<file path="src/rtl/rtc_cal_pkg.sv">
package rtc_cal_pkg;
  localparam int ADDR_W = 3;
  localparam int DATA_W = 8;
  localparam logic [ADDR_W-1:0] LAST_TIME_ADDR = 3'd6;

  typedef struct packed {
    logic [1:0] cent;
    logic [7:0] year;
    logic [4:0] month;
    logic [5:0] date;
    logic [2:0] wday;
    logic [5:0] hour;
    logic [6:0] minute;
    logic [6:0] second;
  } cal_t;

  localparam cal_t CAL_RST = '{cent: 2'd0, year: 8'h00, month: 5'h01, date: 6'h01,
                               wday: 3'd1, hour: 6'h00, minute: 7'h00, second: 7'h00};

  function automatic logic [7:0] bcd_inc(input logic [7:0] v);
    return (v[3:0] == 4'd9) ? {v[7:4] + 4'd1, 4'd0} : {v[7:4], v[3:0] + 4'd1};
  endfunction

  function automatic logic is_leap(input logic [7:0] yr, input logic [1:0] cent);
    logic [6:0] bin;
    bin = 7'(yr[7:4]) * 7'd10 + 7'(yr[3:0]);
    if (yr == 8'h00) return cent == 2'd0;
    return bin[1:0] == 2'b00;
  endfunction

  function automatic logic [5:0] month_len(input logic [4:0] mon, input logic leap);
    case (mon)
      5'h02:                      return leap ? 6'h29 : 6'h28;
      5'h04, 5'h06, 5'h09, 5'h11: return 6'h30;
      default:                    return 6'h31;
    endcase
  endfunction
endpackage

</file>
<file path="src/rtl/rtc_subsec_div.sv">
module rtc_subsec_div #(
  parameter int TICKS_PER_SEC = 4
) (
  input  logic clk_i,
  input  logic rst_ni,
  input  logic tick_i,
  input  logic run_i,
  input  logic clear_i,
  output logic sec_pulse_o
);
  localparam int CW = (TICKS_PER_SEC > 1) ? $clog2(TICKS_PER_SEC) : 1;
  localparam logic [CW-1:0] LAST = CW'(TICKS_PER_SEC - 1);

  logic [CW-1:0] cnt_q;
  logic          step;

  assign step        = tick_i && run_i && !clear_i;
  assign sec_pulse_o = step && (cnt_q == LAST);

  always_ff @(posedge clk_i or negedge rst_ni) begin
    if (!rst_ni)          cnt_q <= '0;
    else if (clear_i)     cnt_q <= '0;
    else if (sec_pulse_o) cnt_q <= '0;
    else if (step)        cnt_q <= cnt_q + 1'b1;
  end

  assert_div_clear_R8: assert property (@(posedge clk_i) disable iff (!rst_ni)
    clear_i |=> cnt_q == '0);
  assert_div_hold_R7: assert property (@(posedge clk_i) disable iff (!rst_ni)
    (!run_i && !clear_i) |=> $stable(cnt_q));
endmodule

</file>
<file path="src/rtl/rtc_time_regs.sv">
module rtc_time_regs
  import rtc_cal_pkg::*;
(
  input  logic              clk_i,
  input  logic              rst_ni,
  input  logic              sec_pulse_i,
  input  logic              ld_en_i,
  input  logic [ADDR_W-1:0] ld_addr_i,
  input  logic [DATA_W-1:0] ld_data_i,
  output logic              st_o,
  output logic              ofie_o,
  output cal_t              time_next_o
);
  cal_t cur_q, nxt;
  logic st_q, ofie_q;
  logic s_wrap, m_wrap, h_wrap, d_wrap, mo_wrap, y_wrap;
  logic c_min, c_hour, c_day, c_mon, c_year, c_cent;

  assign s_wrap  = cur_q.second == 7'h59;
  assign m_wrap  = cur_q.minute == 7'h59;
  assign h_wrap  = cur_q.hour   == 6'h23;
  assign d_wrap  = cur_q.date   == month_len(cur_q.month, is_leap(cur_q.year, cur_q.cent));
  assign mo_wrap = cur_q.month  == 5'h12;
  assign y_wrap  = cur_q.year   == 8'h99;

  assign c_min  = sec_pulse_i && s_wrap;
  assign c_hour = c_min  && m_wrap;
  assign c_day  = c_hour && h_wrap;
  assign c_mon  = c_day  && d_wrap;
  assign c_year = c_mon  && mo_wrap;
  assign c_cent = c_year && y_wrap;

  always_comb begin
    nxt = cur_q;
    if (sec_pulse_i) nxt.second = s_wrap ? 7'h00 : 7'(bcd_inc({1'b0, cur_q.second}));
    if (c_min)  nxt.minute = m_wrap ? 7'h00 : 7'(bcd_inc({1'b0, cur_q.minute}));
    if (c_hour) nxt.hour   = h_wrap ? 6'h00 : 6'(bcd_inc({2'b0, cur_q.hour}));
    if (c_day) begin
      nxt.wday = (cur_q.wday == 3'd7) ? 3'd1 : cur_q.wday + 3'd1;
      nxt.date = d_wrap ? 6'h01 : 6'(bcd_inc({2'b0, cur_q.date}));
    end
    if (c_mon)  nxt.month = mo_wrap ? 5'h01 : 5'(bcd_inc({3'b0, cur_q.month}));
    if (c_year) nxt.year  = y_wrap ? 8'h00 : bcd_inc(cur_q.year);
    if (c_cent) nxt.cent  = cur_q.cent + 2'd1;
    if (ld_en_i) begin
      case (ld_addr_i)
        3'd0:    nxt.second = ld_data_i[6:0];
        3'd1:    nxt.minute = ld_data_i[6:0];
        3'd2:    nxt.hour   = ld_data_i[5:0];
        3'd3:    nxt.wday   = ld_data_i[2:0];
        3'd4:    nxt.date   = ld_data_i[5:0];
        3'd5:    begin nxt.cent = ld_data_i[7:6]; nxt.month = ld_data_i[4:0]; end
        default: nxt.year   = ld_data_i;
      endcase
    end
  end

  always_ff @(posedge clk_i or negedge rst_ni) begin
    if (!rst_ni) begin
      cur_q  <= CAL_RST;
      st_q   <= 1'b0;
      ofie_q <= 1'b0;
    end else begin
      cur_q <= nxt;
      if (ld_en_i && ld_addr_i == 3'd0) st_q   <= ld_data_i[7];
      if (ld_en_i && ld_addr_i == 3'd1) ofie_q <= ld_data_i[7];
    end
  end

  assign st_o        = st_q;
  assign ofie_o      = ofie_q;
  assign time_next_o = nxt;

  assert_sec_wrap_R2: assert property (@(posedge clk_i) disable iff (!rst_ni)
    (sec_pulse_i && !ld_en_i && cur_q.second == 7'h59) |=> cur_q.second == 7'h00);
  assert_wday_wrap_R3: assert property (@(posedge clk_i) disable iff (!rst_ni)
    (c_day && !ld_en_i && cur_q.wday == 3'd7) |=> cur_q.wday == 3'd1);
  assert_century_step_R6: assert property (@(posedge clk_i) disable iff (!rst_ni)
    (c_cent && !ld_en_i) |=> cur_q.cent == $past(cur_q.cent) + 2'd1);
  assert_stop_holds_R7: assert property (@(posedge clk_i) disable iff (!rst_ni)
    (st_q && !ld_en_i) |=> $stable(cur_q));
endmodule

</file>
<file path="src/rtl/rtc_irq_pin.sv">
module rtc_irq_pin (
  input  logic clk_i,
  input  logic rst_ni,
  input  logic ofie_i,
  input  logic st_i,
  input  logic osc_running_i,
  input  logic out_bit_i,
  output logic osc_fail_o,
  output logic pin_no
);
  assign osc_fail_o = st_i || !osc_running_i;
  assign pin_no     = ofie_i ? !osc_fail_o : out_bit_i;

  assert_irq_active_R10: assert property (@(posedge clk_i) disable iff (!rst_ni)
    (ofie_i && !osc_running_i) |-> !pin_no);
  assert_out_follow_R10: assert property (@(posedge clk_i) disable iff (!rst_ni)
    (!ofie_i) |-> pin_no == out_bit_i);
endmodule

</file>
<file path="src/rtl/rtc_calendar_core.sv">
module rtc_calendar_core
  import rtc_cal_pkg::*;
#(
  parameter int TICKS_PER_SEC = 4
) (
  input  logic              clk_i,
  input  logic              rst_ni,
  input  logic              tick_i,
  input  logic              osc_running_i,
  input  logic              freeze_i,
  input  logic              wr_en_i,
  input  logic [ADDR_W-1:0] wr_addr_i,
  input  logic [DATA_W-1:0] wr_data_i,
  input  logic [ADDR_W-1:0] rd_addr_i,
  output logic [DATA_W-1:0] rd_data_o,
  output logic              stopped_o,
  output logic              osc_fail_o,
  output logic              irq_out_no
);
  logic ld_time, sec_pulse, st, ofie, out_q;
  cal_t time_nxt, vis_q;

  assign ld_time = wr_en_i && (wr_addr_i <= LAST_TIME_ADDR);

  rtc_subsec_div #(.TICKS_PER_SEC(TICKS_PER_SEC)) i_div (
    .clk_i(clk_i), .rst_ni(rst_ni), .tick_i(tick_i),
    .run_i(!st && osc_running_i), .clear_i(ld_time), .sec_pulse_o(sec_pulse)
  );

  rtc_time_regs i_regs (
    .clk_i(clk_i), .rst_ni(rst_ni), .sec_pulse_i(sec_pulse),
    .ld_en_i(ld_time), .ld_addr_i(wr_addr_i), .ld_data_i(wr_data_i),
    .st_o(st), .ofie_o(ofie), .time_next_o(time_nxt)
  );

  rtc_irq_pin i_pin (
    .clk_i(clk_i), .rst_ni(rst_ni), .ofie_i(ofie), .st_i(st),
    .osc_running_i(osc_running_i), .out_bit_i(out_q),
    .osc_fail_o(osc_fail_o), .pin_no(irq_out_no)
  );

  // readable copy tracks next state so it never lags the shadow when unfrozen
  always_ff @(posedge clk_i or negedge rst_ni) begin
    if (!rst_ni) begin
      vis_q <= CAL_RST;
      out_q <= 1'b1;
    end else begin
      if (!freeze_i) vis_q <= time_nxt;
      if (wr_en_i && wr_addr_i == 3'd7) out_q <= wr_data_i[7];
    end
  end

  always_comb begin
    case (rd_addr_i)
      3'd0:    rd_data_o = {st, vis_q.second};
      3'd1:    rd_data_o = {ofie, vis_q.minute};
      3'd2:    rd_data_o = {2'b00, vis_q.hour};
      3'd3:    rd_data_o = {5'b0, vis_q.wday};
      3'd4:    rd_data_o = {2'b00, vis_q.date};
      3'd5:    rd_data_o = {vis_q.cent, 1'b0, vis_q.month};
      3'd6:    rd_data_o = vis_q.year;
      default: rd_data_o = {out_q, 7'b0};
    endcase
  end

  assign stopped_o = st;

  assert_freeze_hold_R9: assert property (@(posedge clk_i) disable iff (!rst_ni)
    freeze_i |=> vis_q == $past(vis_q));
  assert_stop_status_R11: assert property (@(posedge clk_i) disable iff (!rst_ni)
    (wr_en_i && wr_addr_i == 3'd0) |=> stopped_o == $past(wr_data_i[7]));
endmodule

</file>
<file path="config.mk">
export PLATFORM = sky130hd
export DESIGN_NAME = rtc_calendar_core
export DESIGN_NICKNAME = d
export VERILOG_FILES = /design/src/rtl/rtc_cal_pkg.sv /design/src/rtl/rtc_subsec_div.sv /design/src/rtl/rtc_time_regs.sv /design/src/rtl/rtc_irq_pin.sv /design/src/rtl/rtc_calendar_core.sv
export SDC_FILE = /design/constraint.sdc
export NUM_CORES = 1
export LEC_CHECK = 0
export BUFFER_PORTS_ARGS = -buffer_cell sky130_fd_sc_hd__buf_2
export CAP_MARGIN = 10
export CORE_UTILIZATION = 62
export CTS_CLUSTER_SIZE = 16
export DETAILED_ROUTE_END_ITERATION = 7
export PLACE_DENSITY = 0.78
export SLEW_MARGIN = 20
export SYNTH_ARGS = -nofsm -noshare
export SYNTH_HDL_FRONTEND = slang
export SYNTH_SLANG_ARGS = --single-unit
</file>
<file path="constraint.sdc">
create_clock -name clk_i -period 3.1 [get_ports clk_i]
set_input_delay 0.31 -clock clk_i [delete_from_list [all_inputs] [get_ports clk_i]]
set_output_delay 0.31 -clock clk_i [all_outputs]
set_load 0.02 [all_outputs]
</file>
Word-level counts from Yosys, hierarchy flattened
Cells that the tools add are included.

storage, ports and cells
  register bits = 93
  latch bits = 0
  bits in writable memories = 0
  memory bits (read-only) = 0
  bits of input ports = 20
  logic and storage cells = 135
  memories kept = 0

operators by class
  $add $sub $neg = 16
  $mul = 1
  divide/modulo/power cells = 0
  magnitude comparators = 1
  equality and inequality tests = 31
  shifts and indexed selects = 0
  multiplexer cells = 39
  bitwise operators = 0
  reductions and logical operators = 27

operators by type and width
  cell                 count
  $mux 7               8
  $pmux 8 s7           1
  $mux 44              1
  $mux 6               7
  $mux 8               4
  $add 4x1->4 const B  7
  $eq 4x4->1 const B   6
  $eq 3x3->1 const B   7
  $mux 5               4
  $eq 7x7->1 const B   2
  $logic_and 1x1->1    14
  $eq 3x2->1 const B   4
  $pmux 6 s2           1
  $eq 5x3->1 const B   2
  $eq 5x5->1 const B   2
  $mux 2               5
  $add 3x1->3 const B  3
  $mux 9               1
  $add 2x1->2 const B  4
  $eq 8x8->1 const B   1
  $logic_not 8->1      1
  $eq 3x1->1 const B   2
  $eq 6x6->1           1
  $eq 6x6->1 const B   1
  other kinds (16)     26

Depth between registers and ports, before layout
Gate-level depths: netlist of the first run.

  word-level depth = 14
  mapped depth = 11
  mapped depth without buffers = 9

Modules after synthesis
From an unflattened synthesis of the first run, not the netlist that was laid out.

unflattened totals
  cell total of the unflattened synthesis = 538
  area, all modules = 5465.2 um^2

by module, submodules not included
  module             times used  cells each  area each (um^2)
  rtc_time_regs      1           366         3145.5
  rtc_calendar_core  1           159         2173.3
  rtc_subsec_div     1           10          118.9
  rtc_irq_pin        1           3           27.5

Worst setup path after synthesis of the first run
OpenSTA, ideal clock, no wires.

  path kind = register to register
  start = register i_regs.cur_q[34] (netlist bit)
  end = register i_regs.cur_q[35] (netlist bit)
  data arrival time = 2.489 ns
  data required time = 3.023 ns
  setup slack = 0.534 ns
  stages on the path, launching flop included = 10
  path buffers = 0
  path through = dfrtp_1 > inv_1 > ha_1 > nor4bb_1 > nand3_1 > a311o_4 > and2_1 > nor3_1 > mux2_2 > a21oi_1

RTL lines
  item                    RTL line             text
  start, declared         rtc_time_regs.sv:14  cal_t cur_q, nxt;
  start signal, assigned  rtc_time_regs.sv:64  cur_q <= nxt;

Worst setup path after layout of the first run
  start = register i_regs.cur_q[34] (netlist bit)
  end = register vis_q[26] (netlist bit)

between the ends
  word-level cells in the longest chain between the ends = 10
  elaborated cells on any way between the ends = 12
  those cells by class = add/sub: 1; eq/ne: 1; mux: 8; reduce/logical: 2

RTL lines
  item                                                   RTL line                              text
  $add 2x2->2 / $logic_not 8->1 (equally long branches)  rtc_cal_pkg.sv:26, rtc_cal_pkg.sv:27
  $logic_not 2->1 / $mux 1 (equally long branches)       rtc_cal_pkg.sv:28, rtc_cal_pkg.sv:27
  $mux 1 *                                               rtc_cal_pkg.sv:28                     return bin[1:0] == 2'b00;
  $mux 1 *                                               rtc_cal_pkg.sv:33                     5'h02: return leap ? 6'h29 : 6'h28;
  $pmux 6 s2 *                                           rtc_cal_pkg.sv:32                     case (mon)
  $eq 6x6->1 *                                           rtc_time_regs.sv:22                   assign d_wrap = cur_q.date == month_len(cur_q.month, is_leap(cur_q.year, cur_q.cent));
  $mux 6 *                                               rtc_time_regs.sv:40                   nxt.date = d_wrap ? 6'h01 : 6'(bcd_inc({2'b0, cur_q.date}));
  $mux 9 *                                               rtc_time_regs.sv:38                   if (c_day) begin
  $mux 6                                                 rtc_time_regs.sv:46                   case (ld_addr_i)
  $mux 44 *                                              rtc_time_regs.sv:45                   if (ld_en_i) begin
  end signal, assigned                                   rtc_calendar_core.sv:48               if (!freeze_i) vis_q <= time_nxt;
  end, declared                                          rtc_calendar_core.sv:21               cal_t time_nxt, vis_q;

Every way passes the cells marked *; elsewhere a longest branch is shown, timed or not.
A chain may end at the register's enable or synchronous reset.

==> results.md, run 1 <==
- Clock Power Share: approximately 28%
- Vias in the first global route: roughly 4500
- Pleak: 2.68 nW
- Count leader, synth: dfrtp_1
- Cell taking the most area after synthesis: dfrtp_1
- Gr usage total: 31.1%
- Ys Warns: 0
- Final WS setup: about 0.24 ns
- Met1 Usage GRT: between 40 and 50%
- Bufs on Longest Clock Path: 2
- Post-DRT Antenna Nets: 0
- Post-Syn Area per Cell: 9.34 µm²
- Least-Margin Pin Slew: between 0.7 and 0.8 ns
- Switch Pwr: approximately 1.1 mW
- Final Setup Violations: 0
- P per Cell Area: ~570 mW/mm²
- Sink Count: 93
- Initial Util: between 60 and 70%
- Required time of the worst setup path: roughly 3.4 ns
- Synth Cell Area: about 0.0057 mm²
- Top cell type's share of synthesized area: between 30% and 40%
- Critical path peak fanout: 6
- Drt pass-1 iters: 6
- Area post-placement: between 0.005 and 0.006 mm²
- Synth async-reset ratio: 100%
- CTS root buffer: clkbuf_8
- Sw Share: 31.5%
- Via count: roughly 4600
- DR vias/cell: about 6.3
- Number of synthesized flops with an enable pin: 0
- Share of cells above drive strength 1: roughly 19%
- ANT cells: 0
- Setup total negative slack: 0 ns
- Pin count of the biggest net entering global routing: 45
- Arr. time, crit path: about 3.1 ns
- Crit end category: flop
- Syn nets: between 600 and 700
- Net total in the final layout: ~670
- Startpoint types: flop
- Min-delay worst type: in -> reg
- Pint: 2.40 mW
- Fmax: approximately 350 MHz
- Core footprint: just under 0.009 mm²
- Inst Count DP: about 730
- Clk slew on worst S/H paths: roughly 0.09 ns
- Setup CP Type: reg -> reg
- Gr ovfl total: 0
- Die W: 97.5 µm
- Unique masters post-synth: 66
- Max cap viols: 0
- Die Area: approximately 0.0095 mm²
- Initial DRC Count: around 320
- Peak supply drop: between 0.3 and 0.4 mV
- Fin Hold WS: ~0.22 ns
- Later-pin clock latency in the skew report: between 0.3 and 0.4 ns
- Number of synthesized register bits: 93
- Period utilisation layout: between 90 and 100%
- Ports: 31
- First-pass GRT wire length: between 20000 and 25000 µm
- Avg WL per Cell: approximately 19 µm
- Cell Rows: 34
- Finished Core Util: between 70% and 80%
- Overall power: ~3.5 mW
- Comb power frac: 23.8%
- Final hold vios: 0
- Synth Flop Type: dfrtp_1
- Initial antenna violation count: 0
- Post-synth top cells: 86 x dfrtp_1, 78 x nand2_1, 67 x nor2_1, 39 x a21oi_1, 39 x mux2_2
- IO buf count: 30
- P&R area growth vs syn: 8.91%
- Gpl congestion: 0.952
- Met3 GRT Util: 6.91%
- Fin. max-slew vios: 0
- H-tree levels: 3
- Top area cells in the synthesized netlist: dfrtp_1 38%, mux2_2 7.8%, nand2_1 5.2%
- Final cell count without fillers: about 740
- Pre-CTS setup slack: roughly 0.28 ns
- Hpwl dp: ~10000 µm
- Final setup skew: 0.00789 ns
- Sequential share of the synthesized area: 41.3%
- Design area: between 0.006 and 0.007 mm²
- Chip height: roughly 98 µm
- Routing usage on met2: 49.9%
- # DRC: 0
- Slew margin rel.: 47.7%
- Min Tclk post-route: 2.86 ns
- FILL cells: 663
- Grt peak-use layer: met2
- CTS tree: done
- WL final: ~14000 µm
- Outcome: completed
- CTS Buf Count: 9
- RSZ-0062 raised after global routing: no
- Mapped Cells: around 600
- Sequential Power Share: 47.6%
## flip-flops by register name, summed over array words and instances (netlist names)
name	cells
i_div.cnt_q	2
vis_q	44
i_regs.cur_q	44
i_regs.st_o	1
i_regs.ofie_o	1
out_q	1
## layout by cell type, fill, tap and decap left out, drive strengths merged, types with 10 or more instances in the layout
cell type  instances
dfrtp             86
nand2             78
nor2              68
buf               41
a21oi             40
mux2              39
o21ai             30
inv               26
ha                23
nand3             17
mux2i             17
nor3              16
a31oi             13
clkbuf            10
## timing repair
item	CTS	global route
gates resized for setup	0	1
setup buffers	0	0
endpoints found under the setup margin	0	3
hold endpoints to repair	38	0
hold buffers	1	0
## layer usage
| layer | up-vias | routed length [µm] |
|---|---|---|
| li1 | 2208 | - |
| met1 | 2230 | 5900 |
| met2 | 166 | 6610 |
| met3 | 45 | 880 |
| met4 | 0 | 552 |
| met5 | - | 0 |
## area by class of cell
cell class / instances / area, µm² / area share (%)
sequential: 93 / 2340 / 37.9
inverter: 24 / 90.1 / 1.46
clock inverter: 6 / 116 / 1.89
clock buffer: 10 / 138 / 2.23
multi-input combinational: 459 / 3100 / 50.3
timing repair buffer: 42 / 245 / 3.98
tap: 108 / 135 / 2.19
## cell families (layout without fill, tap and decap cells)
kind of cell,Yosys count,count (layout),share of synthesized area (%)
AO/OA/AOI/OAI,129,129,15.0
XOR/XNOR,10,10,2.01
adder cells (fa/ha/maj),23,23,5.09
buffers and inverters,54,82,4.00
flip-flops,93,93,41.3
multiplexers,59,59,12.0
AND/OR/NAND/NOR,238,238,20.7
## power groups by stage
stage | registers [mW] | clock network [mW] | logic, mW
global placement | 1.67 | 0 | 0.792
global route | 1.70 | 1.05 | 0.937
floorplan | 1.60 | 0 | 0.649
detailed placement | 1.68 | 0 | 0.825
finish | 1.67 | 1.00 | 0.834
CTS | 1.66 | 1.01 | 0.832
## path summary, 6_finish.rpt
kind	start	endpoint	slack, ns	cells after the start
setup / recovery	i_regs.cur_q[34]	vis_q[26]	0.24	9
hold / removal	tick_i	i_div.cnt_q[1]	0.22	3
setup reg to reg	i_regs.cur_q[34]	vis_q[26]	0.24	9
hold reg to reg	vis_q[29]	vis_q[29]	0.50	2
max in group asynchronous	rst_ni	vis_q[7]	1.84	3
min in group asynchronous	rst_ni	i_regs.cur_q[25]	0.48	2
## worst max-delay path: stages (launching register included)
cell,delay [ns]
dfrtp_1,0.45
inv_1,0.12
ha_1,0.14
nor4bb_2,0.36
nand3_1,0.15
a311o_4,0.50
xnor2_2,0.32
nor2_1,0.15
o31a_1,0.34
o31ai_1,0.23
Power figures use the tool's default switching activity.
==> run 2: changes to the inputs <==
--- a/config.mk
+++ b/config.mk
@@ -7,10 +7,10 @@
 export LEC_CHECK = 0
 export BUFFER_PORTS_ARGS = -buffer_cell sky130_fd_sc_hd__buf_2
 export CAP_MARGIN = 10
-export CORE_UTILIZATION = 62
+export CORE_UTILIZATION = 45
 export CTS_CLUSTER_SIZE = 16
 export DETAILED_ROUTE_END_ITERATION = 7
-export PLACE_DENSITY = 0.78
+export PLACE_DENSITY = 0.59
 export SLEW_MARGIN = 20
 export SYNTH_ARGS = -nofsm -noshare
 export SYNTH_HDL_FRONTEND = slang
==> results.md, run 2 (same netlist as run 1, synthesis figures left out) <==
- Bufs on Longest Clock Path: 2 (unchanged)
- FILL cells: 1175 (was 663)
- Die W: 114 µm (was 97.5 µm)
- DR vias/cell: 5.63 (was 6.27)
- Pleak: 2.68 nW (about the same)
- Vias in the first global route: 4303 (was 4536)
- IO buf count: 30 (unchanged)
- Hpwl dp: 11000 µm (was 10300 µm)
- Top Registers: i_regs.cur_q: 44 flops, vis_q: 44 flops, i_div.cnt_q: 2 flops (unchanged)
- WP buf/inv: 1 (unchanged)
- P&R area growth vs syn: 10.4% (was 8.91%)
- Initial DRC Count: 306 (was 318)
- Worst reg2reg endpoint: i_regs.cur_q[35] (was vis_q[26])
- Max cap viols: 0 (unchanged)
- Most frequent cells in the layout: 86 x dfrtp_1, 78 x nand2_1, 67 x nor2_1 (unchanged)
- WL final: 14900 µm (was 13900 µm)
- RSZ-0062 raised after global routing: no (unchanged)
- Setup total negative slack: 0 ns (unchanged)
- P per Cell Area: 566 mW/mm² (was 569 mW/mm²)
- Core footprint: 0.0121 mm² (was 0.00876 mm²)
- First-pass GRT wire length: 23900 µm (was 22900 µm)
- CP delay by family, top: simple AND/OR/NAND/NOR gates (was compound AO/OA/AOI/OAI gates)
- Gr ovfl total: 0 (unchanged)
- R2R cell count: 9 (unchanged)
- Final hold vios: 0 (unchanged)
- Worst r2r src: i_regs.cur_q[34] (unchanged)
- Setup CP Type: reg -> reg (unchanged)
- Post-CTS Resized: 0 (unchanged)
- # DRC: 0 (unchanged)
- Slew margin rel.: 43.8% (was 47.7%)
- Ports: 31 (unchanged)
- Initial antenna violation count: 0 (unchanged)
- Peak supply drop: 0.231 mV (was 0.322 mV)
- Pin count of the biggest net entering global routing: 59 (was 45)
- Commonest non-fill, non-tap cell in the layout: dfrtp_1 (unchanged)
- CTS root buffer: clkbuf_16 (was clkbuf_8)
- Final setup skew: 0.00385 ns (was 0.00789 ns)
- Die Area: 0.0130 mm² (was 0.00951 mm²)
- Initial Util: 46.7% (was 64.6%)
- ANT cells: 0 (unchanged)
- Chip height: 114 µm (was 97.5 µm)
- Period utilisation layout: 93.2% (was 92.3%)
- CP max-delay cell: a311o_4 (unchanged)
- Post-DRT Antenna Nets: 0 (unchanged)
- Avg WL per Cell: 18.7 µm (was 18.8 µm)
- Crit path cell chain: inv_1, ha_1, nor4bb_1, nand3_1, a311o_4, and2_1, nor3_1, mux2_2, a21oi_1 (was inv_1, ha_1, nor4bb_2, nand3_1, a311o_4, xnor2_2, nor2_1, o31a_1, o31ai_1)
- Cell Rows: 40 (was 34)
- Critical path endpoint: i_regs.cur_q[35] (was vis_q[26])
- R2r setup slk: 0.21 ns (was 0.24 ns)
- Clk slew on worst S/H paths: 0.06 ns (was 0.09 ns)
- Least-Margin Pin Slew: 0.842 ns (was 0.783 ns)
- Startpoint types: flop (unchanged)
- CTS tree: done (unchanged)
- CTS Buf Count: 9 (unchanged)
- Crit end category: flop (unchanged)
- Gpl congestion: 0.929 (was 0.952)
- Outcome: completed (unchanged)
- H-tree levels: 3 (unchanged)
- Hold_buf cts: 0 (was 1)
- Worst path depth: 9 (unchanged)
- Overall power: 3.54 mW (was 3.50 mW)
- Min-delay worst type: in -> async (was in -> reg)
- Required time of the worst setup path: 3.37 ns (was 3.36 ns)
- Inst Count DP: 784 (was 725)
- Gr usage total: 24.7% (was 31.1%)
- Share of cells above drive strength 1: 18.5% (was 19.4%)
- Sink Count: 93 (unchanged)
- Arr. time, crit path: 3.16 ns (was 3.12 ns)
- Net total in the final layout: 670 (was 672)
- Critical path peak fanout: 6 (unchanged)
- Finished Core Util: 51.6% (was 70.3%)
- Final cell count without fillers: 800 (was 742)
- Fmax: 346 MHz (was 350 MHz)
- Via count: 4506 (was 4649)
- Drt pass-1 iters: 5 (was 6)
- Later-pin clock latency in the skew report: 0.34 ns (was 0.36 ns)
- Final Setup Violations: 0 (unchanged)
- CP peak stage delay: 0.50 ns (about the same)
- Post-CTS Setup Inserts: 0 (unchanged)
- Worst setup path startpoint: i_regs.cur_q[34] (unchanged)
- Fin. max-slew vios: 0 (unchanged)
- Min Tclk post-route: 2.89 ns (was 2.86 ns)
==> run 2: cell type report <==
type / count / area (µm²) / share of cell area (%)
Clock buffer: 15 / 268 / 4.29
Clock inverter: 1 / 5.00 / 0.0801
Inverter: 24 / 90.1 / 1.44
Multi-Input combinational cell: 459 / 3100 / 49.6
Sequential cell: 93 / 2340 / 37.4
Tap cell: 168 / 210 / 3.37
Timing Repair Buffer: 40 / 240 / 3.85
==> run 2: metrics by stage <==
stage               instance area (µm²)  hold WS [ns]  worst slack, ns
finish                             6240        0.0379            0.211
CTS                                6240        0.0721            0.231
global placement                   5970         0.430            0.351
floorplan                          5660        0.0144            0.534
detailed placement                 5970         0.441            0.260
global route                       6240        0.0899           0.0737
==> run 2: worst min path at each step <==
stage	from	end	slack (ns)
finish	rst_ni	i_regs.cur_q[24]	0.04
global route	rst_ni	i_regs.cur_q[24]	0.09
CTS	rst_ni	i_regs.cur_q[24]	0.07
detailed placement	rst_ni	i_regs.cur_q[24]	0.44
global placement	rst_ni	i_regs.cur_q[26]	0.43
floorplan	rst_ni	i_div.cnt_q[0]	0.01
==> run 2: layer usage <==
layer / routed length, µm / up-vias / track usage, %
met4: 257 / 0 / 8.66
met2: 7120 / 86 / 40.0
met1: 7060 / 2195 / 34.3
li1: - / 2208 / -
met3: 477 / 17 / 2.81
met5: 0 / - / 0
==> run 2: power by group <==
| group | internal [mW] | total, mW | switching (mW) |
|---|---|---|---|
| registers | 1.45 | 1.67 | 0.219 |
| clock network | 0.588 | 1.03 | 0.446 |
| logic | 0.383 | 0.830 | 0.447 |
